<file path="src/rtl/regwin_pkg.sv">
package regwin_pkg;
  localparam logic [2:0] OP_SAVE     = 3'd1;
  localparam logic [2:0] OP_RESTORE  = 3'd2;
  localparam logic [2:0] OP_FLUSH    = 3'd3;
  localparam logic [2:0] OP_SAVED    = 3'd4;
  localparam logic [2:0] OP_RESTORED = 3'd5;

  localparam logic [8:0] TT_SPILL_BASE = 9'h080;
  localparam logic [8:0] TT_FILL_BASE  = 9'h0C0;
  localparam logic [8:0] TT_OTHER_FLAG = 9'h020;
  localparam logic [8:0] TT_CLEAN      = 9'h024;

  // Compose a spill/fill trap type from a base and the selection register.
  function automatic logic [8:0] trap_code(input logic [8:0] base,
                                           input logic other_nz,
                                           input logic [5:0] sel);
    logic [8:0] low;
    if (other_nz) low = TT_OTHER_FLAG | {4'b0, sel[5:3], 2'b00};
    else          low = {4'b0, sel[2:0], 2'b00};
    return base | low;
  endfunction
endpackage

</file>
<file path="src/rtl/regwin_trapenc.sv">
module regwin_trapenc
  import regwin_pkg::*;
(
  input  logic       other_nz,
  input  logic [5:0] sel,
  output logic [8:0] spill_tt,
  output logic [8:0] fill_tt
);
  assign spill_tt = trap_code(TT_SPILL_BASE, other_nz, sel);
  assign fill_tt  = trap_code(TT_FILL_BASE,  other_nz, sel);
endmodule

</file>
<file path="src/rtl/regwin_ptr.sv">
module regwin_ptr #(
  parameter int NWIN = 8,
  parameter int IW   = 8,
  localparam int CW  = $clog2(NWIN)
) (
  input  logic          clk,
  input  logic          rst_n,
  input  logic          step_dn,
  input  logic          step_up,
  input  logic          wr_en,
  input  logic [IW-1:0] wr_data,
  output logic [CW-1:0] vis
);
  localparam logic [CW-1:0] TOP = CW'(NWIN - 1);

  logic [CW-1:0] ptr_q;
  logic [IW-1:0] wr_mod;

  assign wr_mod = wr_data % IW'(NWIN);

  always_ff @(posedge clk) begin
    if (!rst_n)       ptr_q <= '0;
    else if (wr_en)   ptr_q <= TOP - CW'(wr_mod);
    else if (step_dn) ptr_q <= (ptr_q == '0) ? TOP : ptr_q - CW'(1);
    else if (step_up) ptr_q <= (ptr_q == TOP) ? '0 : ptr_q + CW'(1);
  end

  assign vis = TOP - ptr_q;


  ptr_in_range_chk: assert property (@(posedge clk) disable iff (!rst_n)
    ptr_q <= TOP);


  ptr_down_wrap_chk: assert property (@(posedge clk) disable iff (!rst_n)
    (step_dn && !wr_en && ptr_q == '0) |=> ptr_q == TOP);


  ptr_up_wrap_chk: assert property (@(posedge clk) disable iff (!rst_n)
    (step_up && !step_dn && !wr_en && ptr_q == TOP) |=> ptr_q == '0);
endmodule

</file>
<file path="src/rtl/regwin_ctr.sv">
module regwin_ctr #(
  parameter int NWIN = 8,
  localparam int CW  = $clog2(NWIN)
) (
  input  logic          clk,
  input  logic          rst_n,
  input  logic          ev_save,
  input  logic          ev_restore,
  input  logic          ev_saved,
  input  logic          ev_restored,
  input  logic          wr_en,
  input  logic [1:0]    wr_sel,
  input  logic [CW-1:0] wr_data,
  output logic [CW-1:0] free_q,
  output logic [CW-1:0] rest_q,
  output logic [CW-1:0] other_q,
  output logic [CW-1:0] clean_q
);
  localparam logic [CW-1:0] ONE = CW'(1);
  localparam logic [CW-1:0] TOP = CW'(NWIN - 1);

  logic [CW-1:0] free_n, rest_n, other_n, clean_n;

  always_comb begin
    free_n  = free_q;
    rest_n  = rest_q;
    other_n = other_q;
    clean_n = clean_q;
    if (wr_en) begin
      case (wr_sel)
        2'd0:    free_n  = wr_data;
        2'd1:    rest_n  = wr_data;
        2'd2:    other_n = wr_data;
        default: clean_n = wr_data;
      endcase
    end else if (ev_save) begin
      free_n = free_q - ONE;
      rest_n = rest_q + ONE;
    end else if (ev_restore) begin
      free_n = free_q + ONE;
      rest_n = rest_q - ONE;
    end else if (ev_saved) begin
      free_n = free_q + ONE;
      if (other_q == '0) rest_n  = rest_q - ONE;
      else               other_n = other_q - ONE;
    end else if (ev_restored) begin
      rest_n = rest_q + ONE;
      if (clean_q < TOP) clean_n = clean_q + ONE;
      if (other_q == '0) free_n  = free_q - ONE;
      else               other_n = other_q - ONE;
    end
  end

  always_ff @(posedge clk) begin
    if (!rst_n) begin
      free_q  <= CW'(NWIN - 2);
      rest_q  <= '0;
      other_q <= '0;
      clean_q <= TOP;
    end else begin
      free_q  <= free_n;
      rest_q  <= rest_n;
      other_q <= other_n;
      clean_q <= clean_n;
    end
  end


  save_moves_free_chk: assert property (@(posedge clk) disable iff (!rst_n)
    (ev_save && !wr_en) |=> free_q == $past(free_q) - ONE);


  saved_keeps_rest_chk: assert property (@(posedge clk) disable iff (!rst_n)
    (ev_saved && !wr_en && !ev_save && !ev_restore && other_q != '0) |=> $stable(rest_q));


  clean_saturate_chk: assert property (@(posedge clk) disable iff (!rst_n)
    (ev_restored && !wr_en && !ev_save && !ev_restore && !ev_saved && clean_q >= TOP)
      |=> $stable(clean_q));
endmodule

</file>
<file path="src/rtl/regwin_ctl.sv">
module regwin_ctl
  import regwin_pkg::*;
#(
  parameter int NWIN = 8,
  parameter int IW   = 8,
  localparam int CW  = $clog2(NWIN)
) (
  input  logic          clk,
  input  logic          rst_n,
  input  logic          cmd_valid,
  input  logic [2:0]    cmd_op,
  input  logic          sel_we,
  input  logic [5:0]    sel_wd,
  input  logic          cnt_we,
  input  logic [1:0]    cnt_sel,
  input  logic [CW-1:0] cnt_wd,
  input  logic          ptr_we,
  input  logic [IW-1:0] ptr_wd,
  output logic          trap_valid,
  output logic [8:0]    trap_type,
  output logic [CW-1:0] free_cnt,
  output logic [CW-1:0] rest_cnt,
  output logic [CW-1:0] other_cnt,
  output logic [CW-1:0] clean_cnt,
  output logic [5:0]    sel_q,
  output logic [CW-1:0] ptr_vis
);
  localparam logic [CW-1:0] FLUSH_OK = CW'(NWIN - 2);

  logic is_save, is_rest, is_flush, is_saved, is_restored;
  logic save_spill, save_clean, rest_fill, flush_spill;
  logic ev_save_ok, ev_rest_ok, ev_trap;
  logic [CW-1:0] clean_gap;
  logic [8:0] spill_tt, fill_tt, tt_nxt;

  assign is_save     = cmd_valid && cmd_op == OP_SAVE;
  assign is_rest     = cmd_valid && cmd_op == OP_RESTORE;
  assign is_flush    = cmd_valid && cmd_op == OP_FLUSH;
  assign is_saved    = cmd_valid && cmd_op == OP_SAVED;
  assign is_restored = cmd_valid && cmd_op == OP_RESTORED;

  assign clean_gap   = clean_cnt - rest_cnt;
  assign save_spill  = is_save && free_cnt == '0;
  assign save_clean  = is_save && free_cnt != '0 && clean_gap == '0;
  assign ev_save_ok  = is_save && !save_spill && !save_clean;
  assign rest_fill   = is_rest && rest_cnt == '0;
  assign ev_rest_ok  = is_rest && !rest_fill;
  assign flush_spill = is_flush && free_cnt != FLUSH_OK;
  assign ev_trap     = save_spill || save_clean || rest_fill || flush_spill;

  regwin_trapenc u_enc (
    .other_nz (other_cnt != '0),
    .sel      (sel_q),
    .spill_tt (spill_tt),
    .fill_tt  (fill_tt)
  );

  always_comb begin
    if (save_clean)     tt_nxt = TT_CLEAN;
    else if (rest_fill) tt_nxt = fill_tt;
    else                tt_nxt = spill_tt;
  end

  regwin_ctr #(.NWIN(NWIN)) u_ctr (
    .clk         (clk),
    .rst_n       (rst_n),
    .ev_save     (ev_save_ok),
    .ev_restore  (ev_rest_ok),
    .ev_saved    (is_saved),
    .ev_restored (is_restored),
    .wr_en       (cnt_we && !cmd_valid),
    .wr_sel      (cnt_sel),
    .wr_data     (cnt_wd),
    .free_q      (free_cnt),
    .rest_q      (rest_cnt),
    .other_q     (other_cnt),
    .clean_q     (clean_cnt)
  );

  regwin_ptr #(.NWIN(NWIN), .IW(IW)) u_ptr (
    .clk     (clk),
    .rst_n   (rst_n),
    .step_dn (ev_save_ok),
    .step_up (ev_rest_ok),
    .wr_en   (ptr_we && !cmd_valid),
    .wr_data (ptr_wd),
    .vis     (ptr_vis)
  );

  always_ff @(posedge clk) begin
    if (!rst_n) begin
      trap_valid <= 1'b0;
      trap_type  <= '0;
      sel_q      <= '0;
    end else begin
      trap_valid <= ev_trap;
      trap_type  <= ev_trap ? tt_nxt : 9'h000;
      if (sel_we && !cmd_valid) sel_q <= sel_wd;
    end
  end


  trap_freezes_state_chk: assert property (@(posedge clk) disable iff (!rst_n)
    trap_valid |-> ($stable(free_cnt) && $stable(rest_cnt) && $stable(ptr_vis)));


  trap_code_shape_chk: assert property (@(posedge clk) disable iff (!rst_n)
    trap_valid |-> (trap_type[8] == 1'b0 && trap_type[1:0] == 2'b00));


  save_advances_ptr_chk: assert property (@(posedge clk) disable iff (!rst_n)
    ev_save_ok |=> ptr_vis == (($past(ptr_vis) == CW'(NWIN - 1)) ? '0 : $past(ptr_vis) + CW'(1)));


  write_blocked_chk: assert property (@(posedge clk) disable iff (!rst_n)
    (cmd_valid && (cmd_op == 3'd0 || cmd_op > OP_RESTORED)) |=>
      ($stable(free_cnt) && $stable(rest_cnt) && $stable(other_cnt) &&
       $stable(clean_cnt) && $stable(sel_q) && $stable(ptr_vis)));
endmodule

</file>
<file path="config.mk">
export PLATFORM = sky130hd
export DESIGN_NAME = regwin_ctl
export DESIGN_NICKNAME = d
export VERILOG_FILES = /design/src/rtl/regwin_pkg.sv /design/src/rtl/regwin_trapenc.sv /design/src/rtl/regwin_ptr.sv /design/src/rtl/regwin_ctr.sv /design/src/rtl/regwin_ctl.sv
export SDC_FILE = /design/constraint.sdc
export NUM_CORES = 1
export LEC_CHECK = 0
export BUFFER_PORTS_ARGS = -buffer_cell sky130_fd_sc_hd__buf_2
export CORE_ASPECT_RATIO = 0.5
export CORE_UTILIZATION = 50
export CTS_CLUSTER_SIZE = 14
export DETAILED_ROUTE_END_ITERATION = 16
export GPL_TIMING_DRIVEN = 1
export PLACE_DENSITY_LB_ADDON = 0.3
export SETUP_SLACK_MARGIN = 0.4
export SLEW_MARGIN = 25
export SYNTH_ARGS = -nofsm -noshare
export SYNTH_HDL_FRONTEND = slang
export SYNTH_SLANG_ARGS = --single-unit
</file>
<file path="constraint.sdc">
create_clock -name clk -period 2.85 [get_ports clk]
set_input_delay 0.1425 -clock clk [delete_from_list [all_inputs] [get_ports clk]]
set_output_delay 0.1425 -clock clk [all_outputs]
set_load 0.05 [all_outputs]
</file>
Word-level counts from Yosys, hierarchy flattened

Cells that the tools add are included.

Register bits after elaboration: 30
Output and inout bits: 31

$add $sub $neg: 11
Reduce and logical (&&, ||, !) cells: 44
Magnitude comparators: 1
Bitwise logic cells: 2
Mux-type cells: 36
Equal/unequal tests: 17

Operator list:

| operator                                           | count |
|---|---|
| two-way mux 3 bit                                  | 33 |
| logical AND 1 bit                                  | 16 |
| logical NOT 3 bit                                  | 5 |
| adder 3 x 1 -> 3 bit (second input constant)       | 4 |
| two-way mux 6 bit                                  | 2 |
| nonzero test 3 bit                                 | 4 |
| subtractor 3 x 1 -> 3 bit (second input constant)  | 4 |
| nonzero test 5 bit                                 | 2 |
| == test 3 bit (second input constant)              | 3 |
| != test 2 bit (second input constant)              | 4 |
| two-way mux 7 bit                                  | 1 |
| == test 3 x 2 -> 1 bit (second input constant)     | 2 |
| != test 2 x 1 -> 1 bit (second input constant)     | 3 |
| AND reduction 3 bit                                | 2 |
| AND reduction 6 bit                                | 1 |
| OR reduction 3 bit                                 | 2 |
| subtractor 3 bit (first input constant)            | 2 |
| != test 5 x 1 -> 1 bit (second input constant)     | 1 |
| logical NOT 1 bit                                  | 4 |
| AND reduction 4 bit                                | 1 |
| nonzero test 2 bit                                 | 2 |
| == test 3 x 1 -> 1 bit (second input constant)     | 1 |
| logical OR 1 bit                                   | 3 |
| less-than comparator 3 bit (second input constant) | 1 |
| other kinds (7)                                    | 8 |

Logic depth before layout (Yosys ltp)

Gate-level depths: netlist of run 1.

Word-level depth: 9
Mapped depth: 9
Depth with buffers taken out: 8

Cells and area by module

From an unflattened synthesis of run 1, not the netlist that was laid out.

Cells, all modules: 242
Area total of the unflattened synthesis: 2104.5 µm²

By module, submodules not included:

| module         | area each (µm²) | times used | cells each |
|---|---|---|---|
| regwin_ctr     | 920.9           | 1          | 109 |
| regwin_ctl     | 774.5           | 1          | 81 |
| regwin_ptr     | 255.2           | 1          | 32 |
| regwin_trapenc | 153.9           | 1          | 20 |

Worst setup path before layout of run 1

OpenSTA, ideal clock, no wires.

Kind: flip-flop to flip-flop
Start point: register u_ctr.rest_q[0]
End point: register u_ctr.rest_q[2]
Stages on the path, launching flop included: 9
Slack: 546 ps
Clock period less this slack: 2304 ps
Arrival time: 2212 ps
Path buffers: 0
Library setup time: 92 ps
Cells stage by stage: dfxtp_1 > inv_1 > ha_1 > nand2b_1 > nand3b_1 > a21oi_2 > mux2_2 > o21ba_2 > o32ai_1

Longest elaborated chain between the ends: 7
Elaborated cells on any way between the ends: 20

Ends and longest elaborated chain:

| what                                                               | line                               | RTL |
|---|---|---|
| from (decl)                                                        | regwin_ctr.sv:15                   | `output logic [CW-1:0] rest_q,` |
| from (signal assigned)                                             | regwin_ctr.sv:62                   | `rest_q <= rest_n;` |
| subtractor 3 bit or logical NOT 3 bit (tied branches)              | regwin_ctl.sv:42, regwin_ctl.sv:46 |  |
| logical NOT 3 bit or logical AND 1 bit (tied branches)             | regwin_ctl.sv:44, regwin_ctl.sv:46 |  |
| logical AND 1 bit or logical NOT 1 bit (tied branches)             | regwin_ctl.sv:44, regwin_ctl.sv:47 |  |
| logical NOT 1 bit or logical AND 1 bit (tied branches)             | regwin_ctl.sv:45, regwin_ctl.sv:47 |  |
| logical AND 1 bit or two-way mux 3 bit (tied branches)             | regwin_ctl.sv:45, regwin_ctr.sv:39 |  |
| != test 5 x 1 -> 1 bit (no line), or another cell as far along     | --                                 |  |
| AND reduction 3 bit (no line) or two-way mux 3 bit (tied branches) | --                                 |  |

Several ways; a longest one is shown, not always the timed one. The select of a mux whose other input is x is not followed.
A chain may end at the register's enable or synchronous reset.

Worst setup path in the final report of run 1

Start point: register u_ctr.free_q[0]
End point: register u_ctr.free_q[0]

Longest elaborated chain between the ends: 7
Elaborated cells on any way between the ends: 20

Ends and longest elaborated chain:

| what                                                     | line                               | RTL |
|---|---|---|
| from (decl)                                              | regwin_ctr.sv:14                   | `output logic [CW-1:0] free_q,` |
| from (signal assigned)                                   | regwin_ctr.sv:56                   | `free_q <= CW'(NWIN - 2);` |
| from (signal assigned)                                   | regwin_ctr.sv:61                   | `free_q <= free_n;` |
| subtractor 3 x 1 -> 3 bit, or another cell as far along  | regwin_ctr.sv:37, regwin_ctr.sv:49 |  |
| two-way mux 3 bit, or another cell as far along          | regwin_ctr.sv:49                   | `if (other_q == '0) free_n = free_q - ONE;` |
| two-way mux 3 bit, or another cell as far along          | regwin_ctr.sv:46                   | `end else if (ev_restored) begin` |
| two-way mux 3 bit, or another cell as far along          | regwin_ctr.sv:42                   | `end else if (ev_saved) begin` |
| two-way mux 3 bit or logical AND 1 bit (tied branches)   | regwin_ctr.sv:39, regwin_ctl.sv:45 |  |
| two-way mux 3 bit or nonzero test 5 bit (tied branches)  | --                                 |  |
| two-way mux 3 bit or AND reduction 3 bit (tied branches) | --                                 |  |

Several ways; a longest one is shown, not always the timed one. The select of a mux whose other input is x is not followed.

==> metrics.yaml, run 1 <==
crit_top_cell: "nor3_2"
clock-root-buffer: "clkbuf_8"
ant_nets: 0
overflow: 0
ys_warn_count: 0
cts_buffers: 3
grtUsageMet1: 0.309
postCtsHoldBufs: 0
core_region_area_um2: 3190
via_per_inst: 5.42
layout_commonest_cell: "buf_2"
cp_top_family: "simple AND/OR/NAND/NOR gates"
clock_latency_ns: 0.28
relSlewSlack: 0.621
crit_chain: "inv_1 -> ha_1 -> nor2b_1 -> nor3_2 -> o21a_1 -> nor3_2 -> or4_1 -> a21oi_1"
cts.path.max_buffers: 2
min_from: "ptr_wd[1]"
grt_util_met2: 0.362
syn_area_um2: 1790
ios: 59
final_cell_mix: "buf_2 (50), dfxtp_1 (28), nor2_1 (23), nand2_1 (18), ha_1 (16)"
hold_violations: 0
vias: 1615
dp.cells: 294
period_share: 0.810
first_pass_iters: 4
crit_type: "flop to flop"
worstPathArrival_ns: 2.53
antenna_cells: 0
track_usage: 0.223
routabilityCongestion: 0.838
route.detailed.drc: 0
layout-area-overhead-vs-synth_pct: 19.0
antenna_found_initial: 0
synthCells: 203
cpMaxStageDelayCell: "or4_1"
worst_setup_path_start_kind: "flop"
drv_slew: 0
ir_drop_v: 0.000270
nets: 295
worstMarginPinSlew_ns: 0.568
hold-worst-slack_ns: 0.0350
hold_path_class: "input port to flop"
htree_levels: 1
cts_resized: 0
start_util: 0.560
setup_violations: 0
fin_skew_ns: 0.00656
hpwlAfterDp_mm: 3.12
rows: 14
post_cts_buffers: 0
max_stage_delay_ns: 0.48
port_buffers: 50
outcome: "complete, no violations"
setup_tns_ns: 0
dieArea_um2: 3830
fp.dieH_um: 44.3
setup_slack_ns: 0.543
critical_path.startpoint: "u_ctr.free_q[0]"
drtIter0Drc: 142
grt_pass1_vias: 1370
layout-drive-gt1-share: 0.276
dieWidth_um: 86.5
crit-reg2reg-launch: "u_ctr.free_q[0]"
synth_cell_types: 49
cts_tree: "yes"
top_usage_layer: "met2"
drv_cap: 0
pre_cts_slack_ns: 0.576
cp.required_ns: 3.07
clock-sinks: 28
grt_max_degree: 17
path_buf_inv: 1
fmax_mhz: 433
yosysSeqAreaShare: 0.314
grt_pass1_wl_mm: 6.53
wl_mm: 4.06
met3_usage: 0.0672
ys_ff_latch: 28
rsz0062_at_grt: "no"
crit_fanout: 9
stdcell_count: 298
synth_edf_count: 0
powerDensity_nw_per_um2: 504
endpoint_kind: "flop"
clkTransAtPathRegs_ns: 0.11
fin_crit_ns: 2.31
synthArstFlopShare: 0
synth_ff_type: "dfxtp_1"
routedWlPerCell_um: 13.6
fin_util: 0.667
p_leak_uw: 0.000985
syn_area_per_cell_um2: 8.80
## worst paths after layout
kind | depth (start not counted) | slack [ns] | end
hold / removal | 2 | 0.04 | u_ptr.ptr_q[1]
setup reg to reg | 8 | 0.54 | u_ctr.free_q[0]
hold reg to reg | 2 | 0.47 | u_ctr.other_q[1]
setup / recovery | 8 | 0.54 | u_ctr.free_q[0]
## power by group
| group | internal (uW) | switching [uW] | leakage (uW) |
|---|---|---|---|
| Clock | 188 | 136 | 0.0000357 |
| Sequential | 413 | 20.7 | 0.000229 |
| Combinational | 109 | 204 | 0.000721 |
| Total | 710 | 361 | 0.000985 |
## per-layer routing
| layer | vias to the layer above | share of wire |
|---|---|---|
| li1 | 801 | - |
| met1 | 758 | 0.47 |
| met2 | 56 | 0.44 |
| met3 | 0 | 0.086 |
| met4 | 0 | 0 |
| met5 | - | 0 |
## layout make-up
class / count / area, um2
clock buffer: 3 / 41.3
clock inverter: 1 / 30.0
fill: 282 / 1060
inverter: 14 / 52.6
multi-input combinational: 153 / 1120
sequential: 28 / 561
tap: 48 / 60.1
timing repair buffer: 51 / 258
## worst register-to-register path, delay by kind of cell (launching register included)
kind | cells | cell delay, ns
AND/OR/NAND/NOR | 4 | 0.92
AO/OA/AOI/OAI | 2 | 0.59
flip-flops | 1 | 0.41
adder cells (fa/ha/maj) | 1 | 0.22
buffers and inverters | 1 | 0.11
## stage by stage
step           total power (uW)  cell area, um2
6_report                   1070            2130
4_1_cts                    1080            2130
2_1_floorplan               680            1790
5_1_grt                    1120            2130
3_3_place_gp                742            2060
3_5_place_dp                754            2060
## cell families after synthesis
logic type	after synthesis	share of synthesized area
compound gates	46	0.207
fa+ha+maj	16	0.112
buf+inv	24	0.0609
mux	15	0.0854
simple gates	69	0.200
other cells	1	0.00210
xor+xnor	4	0.0196
flops	28	0.314
## cells in the mapped netlist, drive strengths merged (2+ instances only)
| cell | count | area [um2] |
|---|---|---|
| nor3 | 2 | 20.0 |
| xnor2 | 4 | 35.0 |
| o311a | 2 | 20.0 |
| nand3b | 3 | 22.5 |
| a21oi | 11 | 58.8 |
| o22ai | 2 | 12.5 |
| nor3b | 2 | 20.0 |
| nor2 | 24 | 92.6 |
| dfxtp | 28 | 561 |
| mux2i | 13 | 130 |
| buf | 4 | 33.8 |
| o32ai | 3 | 45.1 |
| nand2 | 18 | 67.6 |
| inv | 14 | 52.6 |
| mux2 | 2 | 22.5 |
| ha | 16 | 200 |
| and2b | 4 | 30.0 |
| nand2b | 7 | 46.3 |
| a211o | 3 | 26.3 |
| a31oi | 3 | 18.8 |
| nor2b | 4 | 25.0 |
| a32oi | 3 | 33.8 |
| clkbuf | 6 | 22.5 |
| o21ai | 7 | 35.0 |
## sequential cells by signal (all words and copies together) (netlist names)
signal         flops
sel_q              6
u_ctr.rest_q       3
u_ctr.other_q      3
u_ctr.clean_q      3
u_ctr.free_q       3
trap_valid         1
trap_type          6
u_ptr.ptr_q        3
Note: power is estimated with default switching activity, not from simulation.
==> run 2, diff against run 1 <==
ABC_AREA = 1   (was not set)
clock period = 2.25 ns   (was 2.85 ns; I/O delays follow)
==> run 2 against run 1 <==
Critical path depth grew 4. Non-clock buffer count shrank 1. Worst hold slack better by 0.065 ns. Die area is 5.3% higher. Global-route usage fell by 0.22 points. Critical path type unchanged. Largest power group unchanged.
==> metrics.yaml, run 2 <==
synthCells: 273
ys_warn_count: 0
cts.path.max_buffers: 2
min_from: "sel_wd[2]"
rrSetupSlack_ns: 0.55
port_buffers: 50
setup_tns_ns: 0
track_usage: 0.221
fin_total_pwr_uw: 1450
clock-root-buffer: "clkbuf_8"
dieArea_um2: 4030
dp.cells: 368
worstHoldEndpoint: "sel_q[2]"
p_leak_uw: 0.00121
drtIter0Drc: 38
core_region_area_um2: 3510
placed_cell_area_um2: 2160
r2r-end: "u_ctr.free_q[2]"
powerDensity_nw_per_um2: 641
stdcell_count: 372
synth_edf_count: 0
routedWlPerCell_um: 11.7
setup_violations: 0
grt_pass1_wl_mm: 6.67
cp_top_family: "simple AND/OR/NAND/NOR gates"
route.detailed.drc: 0
pre_cts_slack_ns: 0.495
syn_area_per_cell_um2: 6.90
synth_cell_types: 33
fp.dieH_um: 45.4
period_share: 0.756
synthArstFlopShare: 0
cpMaxStageDelayCell: "dfxtp_2"
crit-reg2reg-launch: "u_ctr.rest_q[1]"
layout-drive-gt1-share: 0.283
hpwlAfterDp_mm: 3.30
wl_mm: 4.34
drv_cap: 0
first_pass_iters: 4
yosysMostFrequentCell: "nand2_1"
clkTransAtPathRegs_ns: 0.10
setup_slack_ns: 0.548
path_buf_inv: 2
crit_type: "flop to flop"
max_stage_delay_ns: 0.36
ir_drop_v: 0.000288
r2r_cells: 12
stdcell_area_um2: 2260
fin_skew_ns: 0.0130
nets: 366
final_cell_mix: "nand2_1 (59), buf_2 (50), inv_1 (30), nor2_1 (30), o21ai_0 (28)"
ios: 59
hold_violations: 0
worst_setup_path_start_kind: "flop"
netlist_top_cells_count: "nand2_1 (59), inv_1 (31), nor2_1 (30)"
reg.largest.list: "sel_q x6, trap_type x6"
syn_area_um2: 1880
crit_top_cell: "nand2_1"
routabilityCongestion: 0.795
synth_ff_type: "dfxtp_1"
min_path_cells: 3
synth_area_leader_cell: "dfxtp_1"
cts_buffers: 3
yosys.area.top_type_share: 0.297
overflow: 0
synth_area_leaders: "dfxtp_1 (30%), nand2_1 (12%), ha_1 (11%)"
outcome: "complete, no violations"
htree_levels: 1
hold_path_class: "input port to flop"
antenna_cells: 0
dieWidth_um: 88.8
fmax_mhz: 588
layout-area-overhead-vs-synth_pct: 19.7
wl_met1_mm: 2.17
dr_wl_met3_um: 231
worstPathArrival_ns: 1.87
start_util: 0.537
crit_chain: "inv_2 -> ha_4 -> nand2_1 -> nand2_1 -> nand2_1 -> nand3_2 -> nand2_4 -> nand3_4 -> inv_2 -> nor2_4 -> nand2_1 -> nand3_1"
cp.required_ns: 2.42
vias: 1846
drv_slew: 0
rows: 15
grt_max_degree: 20
clock-sinks: 28
clock_latency_ns: 0.28
highest_layer: "met4"
ys_ff_latch: 28
rsz0062_at_grt: "no"
met2_length_mm: 1.92
antenna_found_initial: 0
crit_fanout: 7
endpoint_kind: "flop"
yosysSeqAreaShare: 0.297
layout_commonest_cell: "nand2_1"
grt_pass1_vias: 1512
cts_tree: "yes"
ant_nets: 0
via_per_inst: 4.96
fin_crit_ns: 1.70
[run 2: cell types whose count changed after synthesis, moves of 5 or more]
cell,change
a21oi_1,+5
nand2_1,+41
o21ai_0,+21
mux2i_1,-13
nand2b_1,-6
nor2_1,+7
inv_1,+17
inv_2,+6
nand3_1,+12
[run 2: final cells by class]
class,instances,area [um2]
inverter,39,146
clock buffer,3,41.3
clock inverter,1,30.0
multi-input combinational,200,1150
sequential,28,569
fill,322,1250
timing repair buffer,50,250
tap,51,63.8
[run 2: how the worst max path moves through the flow]
stage                            endpoint             start  depth (start not counted)
after floorplan           u_ctr.free_q[0]  u_ctr.clean_q[0]                         11
after global placement    u_ctr.rest_q[1]  u_ctr.other_q[0]                         11
after detailed placement  u_ctr.rest_q[1]   u_ctr.rest_q[1]                         12
after CTS                 u_ctr.free_q[2]   u_ctr.rest_q[1]                         10
after global routing      u_ctr.free_q[2]  u_ctr.clean_q[0]                         12
final                     u_ctr.free_q[2]   u_ctr.rest_q[1]                         12
[run 2: worst register-to-register path: stages, from the launching register on]
cell	delay (ns)
dfxtp_2	0.36
inv_2	0.07
ha_4	0.25
nand2_1	0.08
nand2_1	0.05
nand2_1	0.11
nand3_2	0.13
nand2_4	0.16
nand3_4	0.12
inv_2	0.09
nor2_4	0.04
nand2_1	0.06
nand3_1	0.07
[run 2: report_power, final]
part	total [uW]	switching (uW)	internal (uW)
combinational	485	334	151
sequential	566	35.7	530
clock	396	158	238
[run 2: logic make-up after synthesis]
logic type,count (synthesis),synth area share
AOI/OAI and AO/OA,48,0.138
DFF,28,0.297
other,1,0.00199
adders and majority gates,16,0.106
xor gates and xnor gates,7,0.0325
buffers and inverters,47,0.105
and+or+nand+nor,126,0.319
[run 2: what timing repair did]
| action | CTS | global route |
|---|---|---|
| resized for setup | 0 | 7 |
| hold buffers | 0 | 0 |
| setup buffers | 0 | 0 |
| endpoints found under the setup margin | 0 | 11 |
[run 2: layer usage]
layer,global-route usage,vias to the layer above
met5,0,-
met4,0.0323,0
met2,0.366,53
met1,0.300,831
li1,-,960
met3,0.0580,2
[run 2: metrics by stage]
| stage | util | hold slack, ns |
|---|---|---|
| finish | 0.643 | 0.0997 |
| global placement | 0.616 | 0.364 |
| detailed placement | 0.616 | 0.382 |
| floorplan | - | 0.279 |
| global route | 0.643 | 0.0982 |
| CTS | 0.636 | 0.102 |
==> run 3, diff against run 2 <==
ABC_AREA = 0   (was 1)
CORE_UTILIZATION = 45   (was 50)
clock period = 1.5 ns   (was 2.25 ns; I/O delays follow)
==> run 3 against run 2 <==
The flow now finishes with violations (negative setup slack). Worst hold slack got worse by 0.091 ns. Sequential power grew 46%. Wire length up 79%. Clock skew down 0.0080 ns. Non-clock buffer count grew 67. Via count up 20%. Core utilization grew 23 points. Power is 74% higher. Combinational power increased by 130%. Final area increased by 40%. Cell count is 1.3% lower. Register-to-register slack got worse by 1.1 ns. Largest power group is now combinational cells. Highest routed layer unchanged.
==> metrics.yaml, run 3 (synthesized netlist as in run 1, its figures left out) <==
route.detailed.drc: 0
layout_commonest_cell: "buf_4"
n_fill_cell: 172
min_from: "sel_wd[4]"
drv_cap: 0
cts.path.max_buffers: 2
clock-sinks: 28
worst_setup_path_start_kind: "flop"
powerDensity_nw_per_um2: 799
crit-reg2reg-launch: "u_ctr.rest_q[0]"
cp.required_ns: 1.65
via_per_inst: 6.06
fmax_mhz: 485
dieArea_um2: 4240
cts_buffers: 3
grt_pass1_vias: 1938
relSlewSlack: 0.550
setup_violations: 17
wl_mm: 7.78
port_buffers: 50
clock_latency_ns: 0.30
routabilityCongestion: 0.827
layout-area-overhead-vs-synth_pct: 76.7
vias: 2224
grt_max_degree: 17
routedWlPerCell_um: 21.2
reg.largest.list: "sel_q x6, trap_type x6"
endpoint_kind: "flop"
drtIter0Drc: 242
setup_slack_ns: -0.561
htree_levels: 1
drv_slew: 0
dieWidth_um: 91.1
antenna_cells: 0
rsz0062_at_grt: "yes"
worstPathArrival_ns: 2.22
r2r_cells: 10
stdcell_count: 367
rrSetupSlack_ns: -0.56
fin_total_pwr_uw: 2520
ant_nets: 0
period_share: 1.37
clock-root-buffer: "clkbuf_8"
worstHoldEndpoint: "sel_q[4]"
fp.dieH_um: 46.6
antenna_found_initial: 0
worstMarginPinSlew_ns: 0.674
track_usage: 0.304
crit_type: "flop to flop"
fin_skew_ns: 0.00499
final_cell_mix: "buf_4 (54), buf_2 (36), nor2_1 (20), buf_6 (20), nand2_1 (16)"
nets: 361
crit_fanout: 4
cts_tree: "yes"
setup_tns_ns: -4.82
layout-drive-gt1-share: 0.620
outcome: "complete, but fails checks"
hpwlAfterDp_mm: 4.02
r2r-end: "u_ctr.free_q[0]"
dp.cells: 344
violations: "negative setup slack"
min_path_cells: 3
start_util: 0.496
ir_drop_v: 0.000528
rows: 15
hold_violations: 0
grt_pass1_wl_mm: 9.57
first_pass_iters: 5
p_leak_uw: 0.00143
overflow: 0
clkTransAtPathRegs_ns: 0.11
fin_crit_ns: 2.06
core_region_area_um2: 3600
ios: 59
hold_path_class: "input port to flop"
run 3: cell types whose count changed in the layout (fill, tap and decap cells not counted), sizes merged, moves of 7 or more:
cell    change
nor2        -9
inv        -24
o21ai      -22
nand2      -48
mux2i      +13
nand3      -16
nand2b      +7
buf        +62
run 3: worst max-delay path by stage:
stage / from / endpoint / slack (ns) / depth (start not counted)
floorplan: u_ctr.other_q[0] / u_ctr.rest_q[2] / -0.44 / 8
global placement: u_ctr.clean_q[0] / u_ctr.rest_q[2] / -0.39 / 9
detailed placement: u_ctr.clean_q[0] / u_ctr.rest_q[2] / -0.49 / 9
CTS: u_ctr.rest_q[0] / u_ctr.free_q[2] / -0.40 / 10
global route: u_ctr.clean_q[0] / u_ctr.rest_q[1] / -0.59 / 10
finish: u_ctr.rest_q[0] / u_ctr.free_q[0] / -0.56 / 10
run 3: what timing repair did:
action	4_1_cts	5_1_grt
setup endpoints to repair	29	29
hold buffers	2	0
resized for setup	46	41
endpoints found under the hold margin	2	0
setup buffers	8	9
pin swaps	28	19
run 3: metrics by stage:
step / utilization / setup WS (ns) / hold WS [ns] / instance area [um2]
6_report: 0.876 / -0.561 / 0.00820 / 3160
5_1_grt: 0.876 / -0.590 / 0.0132 / 3160
4_1_cts: 0.817 / -0.399 / 0.0204 / 2950
3_5_place_dp: 0.719 / -0.485 / 0.278 / 2590
3_3_place_gp: 0.719 / -0.390 / 0.264 / 2590
2_1_floorplan: - / -0.442 / 0.163 / 1980
run 3: critical path, stage by stage, from the launching register on:
cell and delay, ns:
dfxtp_4 0.39, buf_6 0.11, inv_4 0.04, ha_4 0.16, nand2b_4 0.07, nand3b_1 0.13
a21oi_4 0.29, o41ai_4 0.12, buf_4 0.17, o31ai_1 0.30, a21oi_1 0.15
run 3: routing by layer:
layer | routed length [um] | global-route usage | up-vias
met1 | 2820 | 0.361 | 1037
met2 | 3460 | 0.550 | 183
met3 | 952 | 0.0974 | 69
li1 | - | - | 935
met4 | 540 | 0.0825 | 0
met5 | 0 | 0 | -
run 3: final cells by class:
type / count / area [um2] / area share
inverter: 14 / 62.6 / 0.0198
tap: 51 / 63.8 / 0.0202
clock buffer: 4 / 66.3 / 0.0210
timing repair buffer: 117 / 883 / 0.280
multi-input combinational: 153 / 1480 / 0.469
sequential: 28 / 599 / 0.190
run 3: where the power goes:
part	switching (uW)	internal [uW]	total, uW
combinational	618	510	1130
clock	277	292	569
sequential	40.3	784	824
total	935	1590	2520
